--- config.mk ---
export PLATFORM = sky130hd
export DESIGN_NAME = rb_fault_injector
export DESIGN_NICKNAME = d
export VERILOG_FILES = /design/src/rtl/rfi_pkg.sv /design/src/rtl/rfi_tap_regs.sv /design/src/rtl/rfi_frame_track.sv /design/src/rtl/rfi_corrupt.sv /design/src/rtl/rb_fault_injector.sv
export SDC_FILE = /design/constraint.sdc
export NUM_CORES = 1
export LEC_CHECK = 0
export BUFFER_PORTS_ARGS = -buffer_cell sky130_fd_sc_hd__buf_2
export CAP_MARGIN = 0
export CORE_MARGIN = 2
export CORE_UTILIZATION = 45
export CTS_CLUSTER_SIZE = 25
export DETAILED_ROUTE_END_ITERATION = 6
export HOLD_SLACK_MARGIN = 0.12
export SYNTH_ARGS = -nofsm -noshare
export SYNTH_HDL_FRONTEND = slang
export SYNTH_SLANG_ARGS = --single-unit
export TNS_END_PERCENT = 5
--- constraint.sdc ---
create_clock -name clk -period 3.8 [get_ports clk]
set_clock_uncertainty 0.15 [all_clocks]
set_input_delay 0.76 -clock clk [delete_from_list [all_inputs] [get_ports clk]]
set_output_delay 0.76 -clock clk [all_outputs]
set_load 0.01 [all_outputs]
--- src/rtl/rfi_pkg.sv ---
package rfi_pkg;
  localparam int KIND_W = 2;
  localparam int OFS_W  = 11;
  localparam int MASK_W = 8;
  localparam int CMD_W  = KIND_W + OFS_W + MASK_W;

  typedef enum logic [KIND_W-1:0] {
    K_NONE   = 2'b00,
    K_SINGLE = 2'b01,
    K_DOUBLE = 2'b10,
    K_BAD    = 2'b11
  } kind_e;

  typedef struct packed {
    kind_e             kind;
    logic [OFS_W-1:0]  ofs;
    logic [MASK_W-1:0] mask;
  } cmd_t;

  function automatic logic kind_active(kind_e k);
    return (k == K_SINGLE) || (k == K_DOUBLE);
  endfunction
endpackage

--- src/rtl/rfi_tap_regs.sv ---
module rfi_tap_regs
  import rfi_pkg::*;
#(
  parameter int               IR_W   = 10,
  parameter logic [IR_W-1:0]  OPCODE = 10'b0000010101
) (
  input  logic clk,
  input  logic rst,
  input  logic user_mode,
  input  logic tdi,
  input  logic cap_ir,
  input  logic shift_ir,
  input  logic upd_ir,
  input  logic cap_dr,
  input  logic shift_dr,
  input  logic upd_dr,
  output logic tdo,
  output cmd_t stage
);
  localparam logic [IR_W-1:0] IR_CAPTURE = IR_W'(1);

  logic [IR_W-1:0]  ir_sh;
  logic [IR_W-1:0]  ir_q;
  logic [CMD_W-1:0] dr_sh;
  cmd_t             stage_q;
  logic             sel;
  logic             dr_en;

  assign sel   = (ir_q == OPCODE);
  assign dr_en = sel && user_mode;

  always_ff @(posedge clk) begin
    if (rst) begin
      ir_sh <= '0;
      ir_q  <= '1;
    end else begin
      if (cap_ir)        ir_sh <= IR_CAPTURE;
      else if (shift_ir) ir_sh <= {tdi, ir_sh[IR_W-1:1]};
      if (upd_ir)        ir_q  <= ir_sh;
    end
  end

  always_ff @(posedge clk) begin
    if (rst) begin
      dr_sh   <= '0;
      stage_q <= '0;
    end else if (dr_en) begin
      if (cap_dr)        dr_sh <= stage_q;
      else if (shift_dr) dr_sh <= {tdi, dr_sh[CMD_W-1:1]};
      if (upd_dr)        stage_q <= cmd_t'(dr_sh);
    end
  end

  always_comb begin
    if (shift_ir)             tdo = ir_sh[0];
    else if (sel && shift_dr) tdo = dr_sh[0];
    else                      tdo = 1'b0;
  end

  assign stage = stage_q;

  AST_STAGE_FROZEN_OFF_USER: assert property (@(posedge clk) disable iff (rst)
    !user_mode |=> $stable(stage_q));
  AST_SHIFT_FROZEN_OFF_USER: assert property (@(posedge clk) disable iff (rst)
    !user_mode |=> $stable(dr_sh));
  AST_STAGE_ONLY_ON_UPDATE: assert property (@(posedge clk) disable iff (rst)
    !upd_dr |=> $stable(stage_q));
  AST_IR_ONLY_ON_UPDATE: assert property (@(posedge clk) disable iff (rst)
    !upd_ir |=> $stable(ir_q));
endmodule

--- src/rtl/rfi_frame_track.sv ---
module rfi_frame_track #(
  parameter int FRAME_BYTES = 64,
  parameter int IDX_W       = 12
) (
  input  logic             clk,
  input  logic             rst,
  input  logic             frm_start,
  input  logic             frm_first,
  input  logic             frm_last,
  input  logic             frm_end,
  input  logic             byte_vld,
  output logic             in_first,
  output logic [IDX_W-1:0] byte_idx,
  output logic             idx_ok,
  output logic             load
);
  localparam logic [IDX_W-1:0] IDX_MAX = '1;
  localparam logic [IDX_W-1:0] IDX_LIM = IDX_W'(FRAME_BYTES);

  logic             in_frame;
  logic             cur_first;
  logic             in_window;
  logic [IDX_W-1:0] idx_q;

  always_ff @(posedge clk) begin
    if (rst) begin
      in_frame  <= 1'b0;
      cur_first <= 1'b0;
      in_window <= 1'b0;
      idx_q     <= '0;
    end else begin
      if (frm_start) begin
        in_frame  <= 1'b1;
        cur_first <= frm_first;
        idx_q     <= '0;
        if (frm_first || frm_last) in_window <= 1'b1;
      end else if (frm_end) begin
        in_frame  <= 1'b0;
        cur_first <= 1'b0;
        if (cur_first) in_window <= 1'b0;
      end else if (byte_vld && idx_q != IDX_MAX) begin
        idx_q <= idx_q + IDX_W'(1);
      end
    end
  end

  assign in_first = in_frame && cur_first;
  assign byte_idx = idx_q;
  assign idx_ok   = idx_q < IDX_LIM;
  assign load     = frm_end && in_frame && (cur_first || !in_window);

  AST_START_WHEN_IDLE: assert property (@(posedge clk) disable iff (rst)
    frm_start |-> !in_frame);
  AST_END_WHEN_OPEN: assert property (@(posedge clk) disable iff (rst)
    frm_end |-> in_frame);
  AST_BYTE_IN_FRAME: assert property (@(posedge clk) disable iff (rst)
    byte_vld |-> in_frame && !frm_start && !frm_end);
  AST_WINDOW_OPENS: assert property (@(posedge clk) disable iff (rst)
    (frm_start && frm_last) |=> in_window);
  AST_INDEX_RESTARTS: assert property (@(posedge clk) disable iff (rst)
    frm_start |=> idx_q == '0);
endmodule

--- src/rtl/rfi_corrupt.sv ---
module rfi_corrupt
  import rfi_pkg::*;
#(
  parameter int IDX_W = 12
) (
  input  logic             clk,
  input  logic             rst,
  input  logic             load,
  input  cmd_t             stage,
  input  logic             in_first,
  input  logic [IDX_W-1:0] byte_idx,
  input  logic             idx_ok,
  input  logic             byte_vld,
  input  logic [7:0]       byte_in,
  output logic [7:0]       byte_out,
  output logic             test_mode
);
  cmd_t             work_q;
  logic             test_mode_q;
  logic [IDX_W-1:0] ofs_a;
  logic [IDX_W-1:0] ofs_b;
  logic             hit_a;
  logic             hit_b;
  logic             hit;

  always_ff @(posedge clk) begin
    if (rst) begin
      work_q      <= '0;
      test_mode_q <= 1'b0;
    end else if (load) begin
      work_q      <= stage;
      test_mode_q <= kind_active(stage.kind);
    end
  end

  assign ofs_a = IDX_W'(work_q.ofs);
  assign ofs_b = ofs_a + IDX_W'(1);
  assign hit_a = (byte_idx == ofs_a);
  assign hit_b = (work_q.kind == K_DOUBLE) && (byte_idx == ofs_b);
  assign hit   = byte_vld && in_first && idx_ok && kind_active(work_q.kind) && (hit_a || hit_b);

  assign byte_out  = hit ? (byte_in ^ work_q.mask) : byte_in;
  assign test_mode = test_mode_q;

  AST_WORK_HOLD: assert property (@(posedge clk) disable iff (rst)
    !load |=> $stable(work_q));
  AST_PASS_OUTSIDE_FIRST: assert property (@(posedge clk) disable iff (rst)
    (byte_vld && !in_first) |-> byte_out == byte_in);
  AST_BAD_KIND_QUIET: assert property (@(posedge clk) disable iff (rst)
    (work_q.kind == K_BAD) |-> (!test_mode_q && byte_out == byte_in));
  AST_NONE_KIND_QUIET: assert property (@(posedge clk) disable iff (rst)
    (work_q.kind == K_NONE) |-> byte_out == byte_in);
  AST_NO_WRAP: assert property (@(posedge clk) disable iff (rst)
    (byte_vld && !idx_ok) |-> byte_out == byte_in);
  AST_FLAG_TRACKS_WORK: assert property (@(posedge clk) disable iff (rst)
    test_mode_q == kind_active(work_q.kind));
  AST_ONE_TARGET: assert property (@(posedge clk) disable iff (rst)
    $onehot0({hit_a, hit_b}));
endmodule

--- src/rtl/rb_fault_injector.sv ---
module rb_fault_injector
  import rfi_pkg::*;
#(
  parameter int              FRAME_BYTES = 64,
  parameter int              IR_W        = 10,
  parameter logic [IR_W-1:0] INJ_OPCODE  = 10'b0000010101
) (
  input  logic       clk,
  input  logic       rst,
  input  logic       user_mode,
  input  logic       tdi,
  input  logic       tap_capture_ir,
  input  logic       tap_shift_ir,
  input  logic       tap_update_ir,
  input  logic       tap_capture_dr,
  input  logic       tap_shift_dr,
  input  logic       tap_update_dr,
  output logic       tdo,
  input  logic       rb_frame_start,
  input  logic       rb_frame_first,
  input  logic       rb_frame_last,
  input  logic       rb_frame_end,
  input  logic       rb_byte_vld,
  input  logic [7:0] rb_byte_in,
  output logic [7:0] rb_byte_out,
  output logic       err_test_mode
);
  localparam int IDX_W = OFS_W + 1;

  cmd_t             stage;
  logic             in_first;
  logic [IDX_W-1:0] byte_idx;
  logic             idx_ok;
  logic             load;

  rfi_tap_regs #(.IR_W(IR_W), .OPCODE(INJ_OPCODE)) u_tap (
    .clk(clk), .rst(rst), .user_mode(user_mode), .tdi(tdi),
    .cap_ir(tap_capture_ir), .shift_ir(tap_shift_ir), .upd_ir(tap_update_ir),
    .cap_dr(tap_capture_dr), .shift_dr(tap_shift_dr), .upd_dr(tap_update_dr),
    .tdo(tdo), .stage(stage)
  );

  rfi_frame_track #(.FRAME_BYTES(FRAME_BYTES), .IDX_W(IDX_W)) u_track (
    .clk(clk), .rst(rst),
    .frm_start(rb_frame_start), .frm_first(rb_frame_first),
    .frm_last(rb_frame_last), .frm_end(rb_frame_end),
    .byte_vld(rb_byte_vld), .in_first(in_first),
    .byte_idx(byte_idx), .idx_ok(idx_ok), .load(load)
  );

  rfi_corrupt #(.IDX_W(IDX_W)) u_corrupt (
    .clk(clk), .rst(rst), .load(load), .stage(stage),
    .in_first(in_first), .byte_idx(byte_idx), .idx_ok(idx_ok),
    .byte_vld(rb_byte_vld), .byte_in(rb_byte_in),
    .byte_out(rb_byte_out), .test_mode(err_test_mode)
  );

  AST_RESET_CLEARS_FLAG: assert property (@(posedge clk)
    rst |=> !err_test_mode);
  AST_FLAG_MOVES_ON_END: assert property (@(posedge clk) disable iff (rst)
    !rb_frame_end |=> $stable(err_test_mode));
endmodule

# ---- Word-level counts from Yosys, hierarchy flattened
# Cells that the tools add are included.
dict set report word_totals {
  input_bits 23
  reg_bits 99
  word_cells 70
  out_inout_bits 10
}
dict set report op_classes {
  n_bitwise 2
  n_mux 14
  reduce_logical 27
  n_addsub 2
  magnitude_cmp 1
  n_eq_ne 9
}
# cell n
set ops {}
lappend ops {{$mux W21} 2}
lappend ops {{$add A11 B1 Y12 const B} 1}
lappend ops {{$add A12 B1 Y12 const B} 1}
lappend ops {{$eq A12 B11 Y1} 1}
lappend ops {{$eq A12 B12 Y1} 1}
lappend ops {{$lt A12 B7 Y1 const B} 1}
lappend ops {{$ne A12 B12 Y1 const B} 1}
lappend ops {{$logic_and A1 B1 Y1} 11}
lappend ops {{$mux W1} 11}
lappend ops {{$eq A10 B5 Y1 const B} 1}
lappend ops {{$mux W8} 1}
lappend ops {{$reduce_bool A2 Y1} 4}
lappend ops {{$xor A8 B8 Y8} 1}
lappend ops {{$reduce_and A2 Y1} 3}
lappend ops {{$logic_or A1 B1 Y1} 5}
lappend ops {{$eq A2 B1 Y1 const B} 2}
lappend ops {{$eq A2 B2 Y1 const B} 2}
lappend ops {{$reduce_or A2 Y1} 2}
lappend ops {{$reduce_and A3 Y1} 1}
lappend ops {{$ne A2 B1 Y1 const B} 1}
lappend ops {{$logic_not A1 Y1} 1}
lappend ops {{$not A1 Y1} 1}

# ---- Depth between registers and ports, before layout
# Gate-level depths: netlist of run 1.
dict set report logic_depth {
  depth_word 6
  depth_mapped 9
  ltp_nobuf 7
}

# ---- Modules after synthesis
# From an unflattened synthesis of run 1, not the netlist that was laid out.
dict set report hier_totals {
  cells_unflattened 545
  area_unflattened_um2 5180.0
}
# mod cells_each seq_area_each_um2 area_per_inst_um2 instances
set by_module_without_submodules {}
lappend by_module_without_submodules {rfi_tap_regs 260 1241.2 2735.1 1}
lappend by_module_without_submodules {rfi_corrupt 195 440.4 1644.1 1}
lappend by_module_without_submodules {rfi_frame_track 90 300.3 800.8 1}

# ---- Worst setup path after synthesis of run 1
# Ideal clock, no wire load.
dict set report synth_path {
  path_type {reg2out}
  startpoint {register u_corrupt.work_q (netlist bit u_corrupt.ofs_a[0])}
  endpoint {output rb_byte_out[0]}
  path_buffers 2
  required_time_ns 2.890
  arrival_time_ns 2.153
  setup_slack_ns 0.737
  path_stages_with_launch 10
  cell_sequence {dfxtp_1 > ha_1 > clkbuf_1 > o21ba_2 > a221oi_1 > a21oi_1 > nor4_4 > and2_1 > buf_6 > o311ai_1}
}
dict set report synth_between {
  elab_chain_cells 6
  word_cells_on_any_way 7
  classes_between {add/sub (1); eq/ne (2); mux (1); reduce/logical (3)}
}
# item line
set synth_rtl {}
lappend synth_rtl {{start: declaration} rfi_corrupt.sv:18} ;# cmd_t work_q;
lappend synth_rtl {{start signal: assignment} rfi_corrupt.sv:31} ;# work_q <= stage;
lappend synth_rtl {{$add A11 B1 Y12} rfi_corrupt.sv:37} ;# assign ofs_b = ofs_a + IDX_W'(1);
lappend synth_rtl {{$eq A12 B12 Y1} rfi_corrupt.sv:39} ;# assign hit_b = (work_q.kind == K_DOUBLE) && (byte_idx == ofs_b);
lappend synth_rtl {{$logic_and A1 B1 Y1} rfi_corrupt.sv:39}
lappend synth_rtl {{$logic_or A1 B1 Y1 (*)} rfi_corrupt.sv:40} ;# assign hit = byte_vld && in_first && idx_ok && kind_active(work_q.kind) && (hit_a || hit_b);
lappend synth_rtl {{$logic_and A1 B1 Y1 (*)} rfi_corrupt.sv:40}
lappend synth_rtl {{$mux W8 (*)} rfi_corrupt.sv:42} ;# assign byte_out = hit ? (byte_in ^ work_q.mask) : byte_in;
lappend synth_rtl {{end: declaration} rb_fault_injector.sv:25} ;# output logic [7:0] rb_byte_out,
# Every way passes the cells marked *; elsewhere a longest branch is shown, timed or not.

# ---- Worst setup path after layout of run 1
dict set report layout_path {
  startpoint {register u_corrupt.work_q (netlist bit u_corrupt.ofs_a[1])}
  endpoint {output rb_byte_out[4]}
}
# The elaborated chain is that of the path after synthesis.

==> flow_summary.yaml, run 1 <==
clocking:
  cts_sinks: 99
  cts.clk_slew.worst_paths_ns: 0.10
  cts_root_buf: "clkbuf_8"
  insertion_delay_ns: 0.36
  cts_made_buffers: 9
  cts_hold_buf: 0
  clk_path_buf_depth: 2
  cts_tree: "yes"
  cts_htree_levels: 3
logic_synthesis:
  synth-edff-count: 0
  synth_seq_cells: 99
  synth_area_mm2: 0.00467
  synth_flop_cell: "dfxtp_1"
  syn-instance-count: 537
  synth_area_leaders: "dfxtp_1 42%, mux2i_1 11%, nor2_1 6.3%"
  synth_top_area_share_pct: 42.4
  ys_seq_area_share_pct: 42.4
  yosysTopAreaCell: "dfxtp_1"
  yosysWarnings: 0
  synth_common_cells: "99 x dfxtp_1, 79 x nor2_1, 53 x nand2_1"
  syn_area_per_cell_um2: 8.70
  synthesis.nets: 563
  synth_cell_types: 44
  synth.most_common_cell: "dfxtp_1"
  async_flop_share_pct: 0
final_layout:
  final_cells: 688
  layout-drive-gt1-share_pct: 12.0
  synthToLayoutAreaGrowth_pct: 9.03
  post-route-cell-area_mm2: 0.00509
  num_antenna_cells: 0
  fin_nets: 573
critical_path:
  crit_arrival_ns: 2.75
  worst-path-max-fanout: 9
  slowest_stage: "dfxtp_1"
  path_class: "reg -> out"
  slowest_delay_ns: 0.47
  worstPathCellList: "ha_1, nand3_1, nor4_1, a211oi_1, a22oi_2, and2_2, o311ai_1, buf_2"
  worst_setup_path_end_kind: "primary output"
  path_buf_inv: 1
  crit_start: "u_corrupt.ofs_a[1]$_SDFFE_PP0P_"
  critical_path_required_ns: 2.89
  startpoint_type: "flop"
  r2r_start: "u_track.byte_idx[7]$_SDFFE_PP0P_"
  crit_family: "simple AND/OR/NAND/NOR gates"
route:
  route.detailed.drc: 0
  vias_per_cell: 5.35
  routed_wl_um: 9410
  dr.first_iter.drc_count: 186
  via_count: 3680
  drtAntennaViolNets: 0
  wl_per_cell_um: 13.7
  drt_pass1_iterations: 4
floorplan:
  rows: 37
  ios: 33
  coreArea_mm2: 0.0102
  die_h_um: 106
  initial_core_util_pct: 45.9
  fp.dieW_um: 106
  design.die.area_mm2: 0.0112
global_routing:
  grtUsageTotal_pct: 17.3
  grt_first_pass_wirelength_um: 16100
  antenna_found_initial: 0
  grt_pass1_vias: 3429
  grt_start_max_net_pins: 52
  overflow: 0
placed_design:
  dp_slack_ns: 0.532
  place_area_mm2: 0.00488
  gp_congestion: 0.843
  place.port_buffers: 32
  dp_hpwl_um: 6550
  dp.cells: 672
sta:
  setup_viol: 0
  hold_violations: 0
  fin_crit_sh_pct: 96.2
  slew_viol_final: 0
  worst_slew_pin_slew_ns: 0.966
  min_period_ns: 3.66
  max_slew_margin_pct: 35.6
  rsz0062_at_grt: "false"
  fmax_mhz: 274
  setup_tns_ns: 0
  layout_setup_ws_ns: 0.144
hold_path:
  min_from: "u_corrupt.work_q[19]$_SDFFE_PP0P_"
  min_path_type: "reg -> reg"
power:
  powerDensity_mw_per_mm2: 365
  p_leak_uw: 0.00207
  ir_drop_mv: 0.195
  total_power_uw: 1860
job:
  drv_cap: 0
status:
  status: "completed"
cells in the final DEF (no fill, tap or decap), types with 9 or more instances in the layout:
| cell | n |
|---|---|
| xor2_1 | 18 |
| nand3_1 | 13 |
| a211o_1 | 10 |
| nor2_1 | 79 |
| nor2b_1 | 19 |
| dfxtp_1 | 99 |
| a211oi_1 | 25 |
| a21oi_1 | 36 |
| nand2_1 | 53 |
| buf_2 | 32 |
| mux2i_1 | 52 |
| clkbuf_8 | 9 |
| inv_1 | 14 |
routing by layer:
layer / vias up / GRT usage [%] / part of all wire (%)
li1: 1897 / - / -
met1: 1703 / 23.3 / 50
met2: 69 / 28.6 / 46
met3: 11 / 2.64 / 3.1
met4: 0 / 5.73 / 1.2
met5: - / 0 / 0
power by group:
part,total [uW],internal [uW],switching (uW)
clock,703,316,387
sequential,1060,1050,6.90
combinational,102,41.5,60.2
cell type report:
type,count,area [um2]
fill,990,5090
multi-input combinational,384,2470
sequential,99,1980
timing repair buffer,39,213
tap,136,170
clock buffer,9,124
clock inverter,7,83.8
inverter,14,52.6
through the flow:
| stage | hold slack [ns] | utilization, % |
|---|---|---|
| floorplan | 0.286 | - |
| global placement | 0.295 | 48.0 |
| detailed placement | 0.309 | 48.0 |
| CTS | 0.322 | 50.0 |
| global route | 0.340 | 50.0 |
| finish | 0.317 | 50.0 |
cells by family (layout without fill, tap and decap cells):
logic type / Yosys count / count (layout) / share of synthesized area [%]
AO/OA/AOI/OAI: 91 / 91 / 13.5
multiplexers: 52 / 52 / 11.1
adder cells (fa/ha/maj): 3 / 3 / 0.804
AND/OR/NAND/NOR: 211 / 211 / 22.2
flip-flops: 99 / 99 / 42.4
XOR/XNOR: 27 / 27 / 5.22
buffers and inverters: 54 / 69 / 4.77
tightest hold or removal path, cell delays in order (launching register included):
cell	delay [ns]
dfxtp_1	0.32
nand2_1	0.05
a21oi_1	0.05
state kept, by name, indices dropped and copies added, names as in the netlist:
name	flops
u_corrupt.ofs_a	11
u_corrupt.test_mode	1
u_corrupt.work_q	10
u_tap.dr_sh	21
u_tap.ir_q	10
u_tap.ir_sh	10
u_tap.stage	21
u_track.byte_idx	12
u_track.cur_first	1
u_track.in_frame	1
u_track.in_window	1
path summary, 6_finish.rpt:
kind	end	slack, ns	cells past startpoint
min	u_corrupt.work_q[19]$_SDFFE_PP0P_	0.32	2
min reg2reg	u_corrupt.work_q[19]$_SDFFE_PP0P_	0.32	2
max	rb_byte_out[4]	0.14	8
max reg2reg	u_track.byte_idx[10]$_SDFFE_PP0P_	1.77	7
what timing repair did:
action                     in CTS  in global routing
setup endpoints to repair       0                  8
resized for setup               0                  1
setup buffers                   0                  0
(Power assumes the default switching activity.)
==> run 2: changes to the inputs <==
--- a/config.mk
+++ b/config.mk
@@ -8,7 +8,7 @@
 export BUFFER_PORTS_ARGS = -buffer_cell sky130_fd_sc_hd__buf_2
 export CAP_MARGIN = 0
 export CORE_MARGIN = 2
-export CORE_UTILIZATION = 45
+export CORE_UTILIZATION = 25
 export CTS_CLUSTER_SIZE = 25
 export DETAILED_ROUTE_END_ITERATION = 6
 export HOLD_SLACK_MARGIN = 0.12
==> flow_summary.yaml, run 2 (synthesis gave the netlist of run 1 again) <==
final_layout:
  num_antenna_cells: 0
  synthToLayoutAreaGrowth_pct: 13.6
  final_cell_mix: "99 x dfxtp_1, 79 x nor2_1, 53 x nand2_1"
  post-route-cell-area_mm2: 0.00531
  layout_commonest_cell: "dfxtp_1"
  fillers: 1977
  fin_nets: 572
  final_cells: 780
  layout-drive-gt1-share_pct: 11.8
power:
  p_leak_uw: 0.00211
  power_frac_seq_pct: 50.3
  clkPwrFrac_pct: 44.8
  powerDensity_mw_per_mm2: 395
  ir_drop_mv: 0.262
  switchingPower_uw: 487
  switching_share_pct: 23.2
  total_power_uw: 2100
  comb_power_share_pct: 4.9
  p_int_uw: 1610
floorplan:
  fp.dieW_um: 141
  ios: 33
  initial_core_util_pct: 25.7
  coreArea_mm2: 0.0181
  design.die.area_mm2: 0.0198
  rows: 49
  die_h_um: 141
clocking:
  cts_made_buffers: 9
  cts_hold_buf: 0
  cts_tree: "yes"
  cts_root_buf: "clkbuf_16"
  cts_resized: 0
  cts_htree_levels: 3
  postCtsSetupRepairBufs: 0
  clk_path_buf_depth: 2
  cts_sinks: 99
  insertion_delay_ns: 0.34
  cts.clk_slew.worst_paths_ns: 0.07
route:
  drt_pass1_iterations: 4
  vias_per_cell: 4.66
  drtAntennaViolNets: 0
  route.detailed.drc: 0
  dr.first_iter.drc_count: 163
  routed_wl_um: 9740
  wl_per_cell_um: 12.5
  via_count: 3636
sta:
  fmax_mhz: 284
  max_slew_margin_pct: 25.6
  slew_viol_final: 0
  min_period_ns: 3.52
  worst_slew_pin_slew_ns: 1.12
  setup_tns_ns: 0
  setup_viol: 0
  layout_setup_ws_ns: 0.277
  rsz0062_at_grt: "false"
  fin_crit_sh_pct: 92.7
  hold_violations: 0
critical_path:
  worst_setup_path_end_kind: "primary output"
  slowest_delay_ns: 0.37
  worstPathCellList: "ha_1, o21ba_2, a221oi_1, a21oi_1, nor4_4, and2_1, o311ai_1, buf_2"
  r2r_setup_slack_ns: 1.82
  critical_path_required_ns: 2.89
  startpoint_type: "flop"
  worst-path-max-fanout: 8
  ff2ff_path_depth: 7
  crit_arrival_ns: 2.61
  slowest_stage: "dfxtp_1"
  r2r_start: "u_track.byte_idx[7]$_SDFFE_PP0P_"
  crit_start: "u_corrupt.ofs_a[0]$_SDFFE_PP0P_"
  path_class: "reg -> out"
  regToRegEndpoint: "u_track.byte_idx[10]$_SDFFE_PP0P_"
global_routing:
  grt_use_met2_pct: 14.7
  overflow: 0
  top_usage_layer: "met1"
  use_met1_pct: 14.8
  grtUsageTotal_pct: 10.1
  grt_first_pass_wirelength_um: 16600
  antenna_found_initial: 0
  met3_usage_pct: 2.48
  grt_start_max_net_pins: 54
  grt_pass1_vias: 3401
placed_design:
  place_area_mm2: 0.00500
  dp_hpwl_um: 6780
  dp.cells: 764
  gp_congestion: 0.829
  place.port_buffers: 32
  dp_slack_ns: 0.530
hold_path:
  whs_path_depth: 2
  hold_path_end: "u_corrupt.work_q[19]$_SDFFE_PP0P_"
  min_from: "u_corrupt.work_q[19]$_SDFFE_PP0P_"
  min_path_type: "reg -> reg"
status:
  status: "completed"
job:
  drv_cap: 0
==> run 2: changes by cell type in the layout (fill, tap and decap cells not counted), sizes merged <==
| cell | delta |
|---|---|
| buf | -1 |
==> run 2: worst max-delay path: cells and delay by family (launching register included) <==
| family | cells | cell delay [ns] |
|---|---|---|
| buffers and inverters | 1 | 0.17 |
| and+or+nand+nor | 2 | 0.66 |
| DFF | 1 | 0.37 |
| adders and majority gates | 1 | 0.31 |
| AOI/OAI and AO/OA | 4 | 0.76 |
==> run 2: area by class of cell <==
type / count / area [um2] / share of cell area [%]
clock buffers: 9 / 225 / 4.24
inverters: 14 / 52.6 / 0.990
repair buffers: 38 / 205 / 3.87
well taps: 229 / 287 / 5.40
clock inverters: 7 / 83.8 / 1.58
flip-flops and latches: 99 / 1980 / 37.3
multi-input cells: 384 / 2470 / 46.6
==> run 2: power by group through the flow <==
stage          sequential (uW)  clock [uW]  combinational, uW
6_report                  1060         940                102
4_1_cts                   1060         964                104
2_1_floorplan             1080           0               71.3
3_5_place_dp              1080           0                103
5_1_grt                   1060        1000                115
3_3_place_gp              1080           0                103
==> run 2: worst max path at each step <==
| stage | to | slack (ns) | depth (start not counted) |
|---|---|---|---|
| after floorplan | rb_byte_out[0] | 0.74 | 9 |
| after global placement | rb_byte_out[7] | 0.56 | 7 |
| after detailed placement | rb_byte_out[7] | 0.53 | 7 |
| after CTS | rb_byte_out[7] | 0.25 | 8 |
| after global routing | rb_byte_out[7] | 0.04 | 8 |
| final | rb_byte_out[7] | 0.28 | 8 |
==> run 2: layer usage <==
layer	vias to the layer above	routed length, um
li1	1895	-
met1	1678	5320
met2	52	4010
met3	11	326
met4	0	89
met5	-	0
==> run 2: through the flow <==
step                utilization, %  hold WS, ns
CTS                           29.2        0.319
finish                        29.2        0.319
detailed placement            27.5        0.300
floorplan                        -        0.286
global placement              27.5        0.294
global route                  29.2        0.333
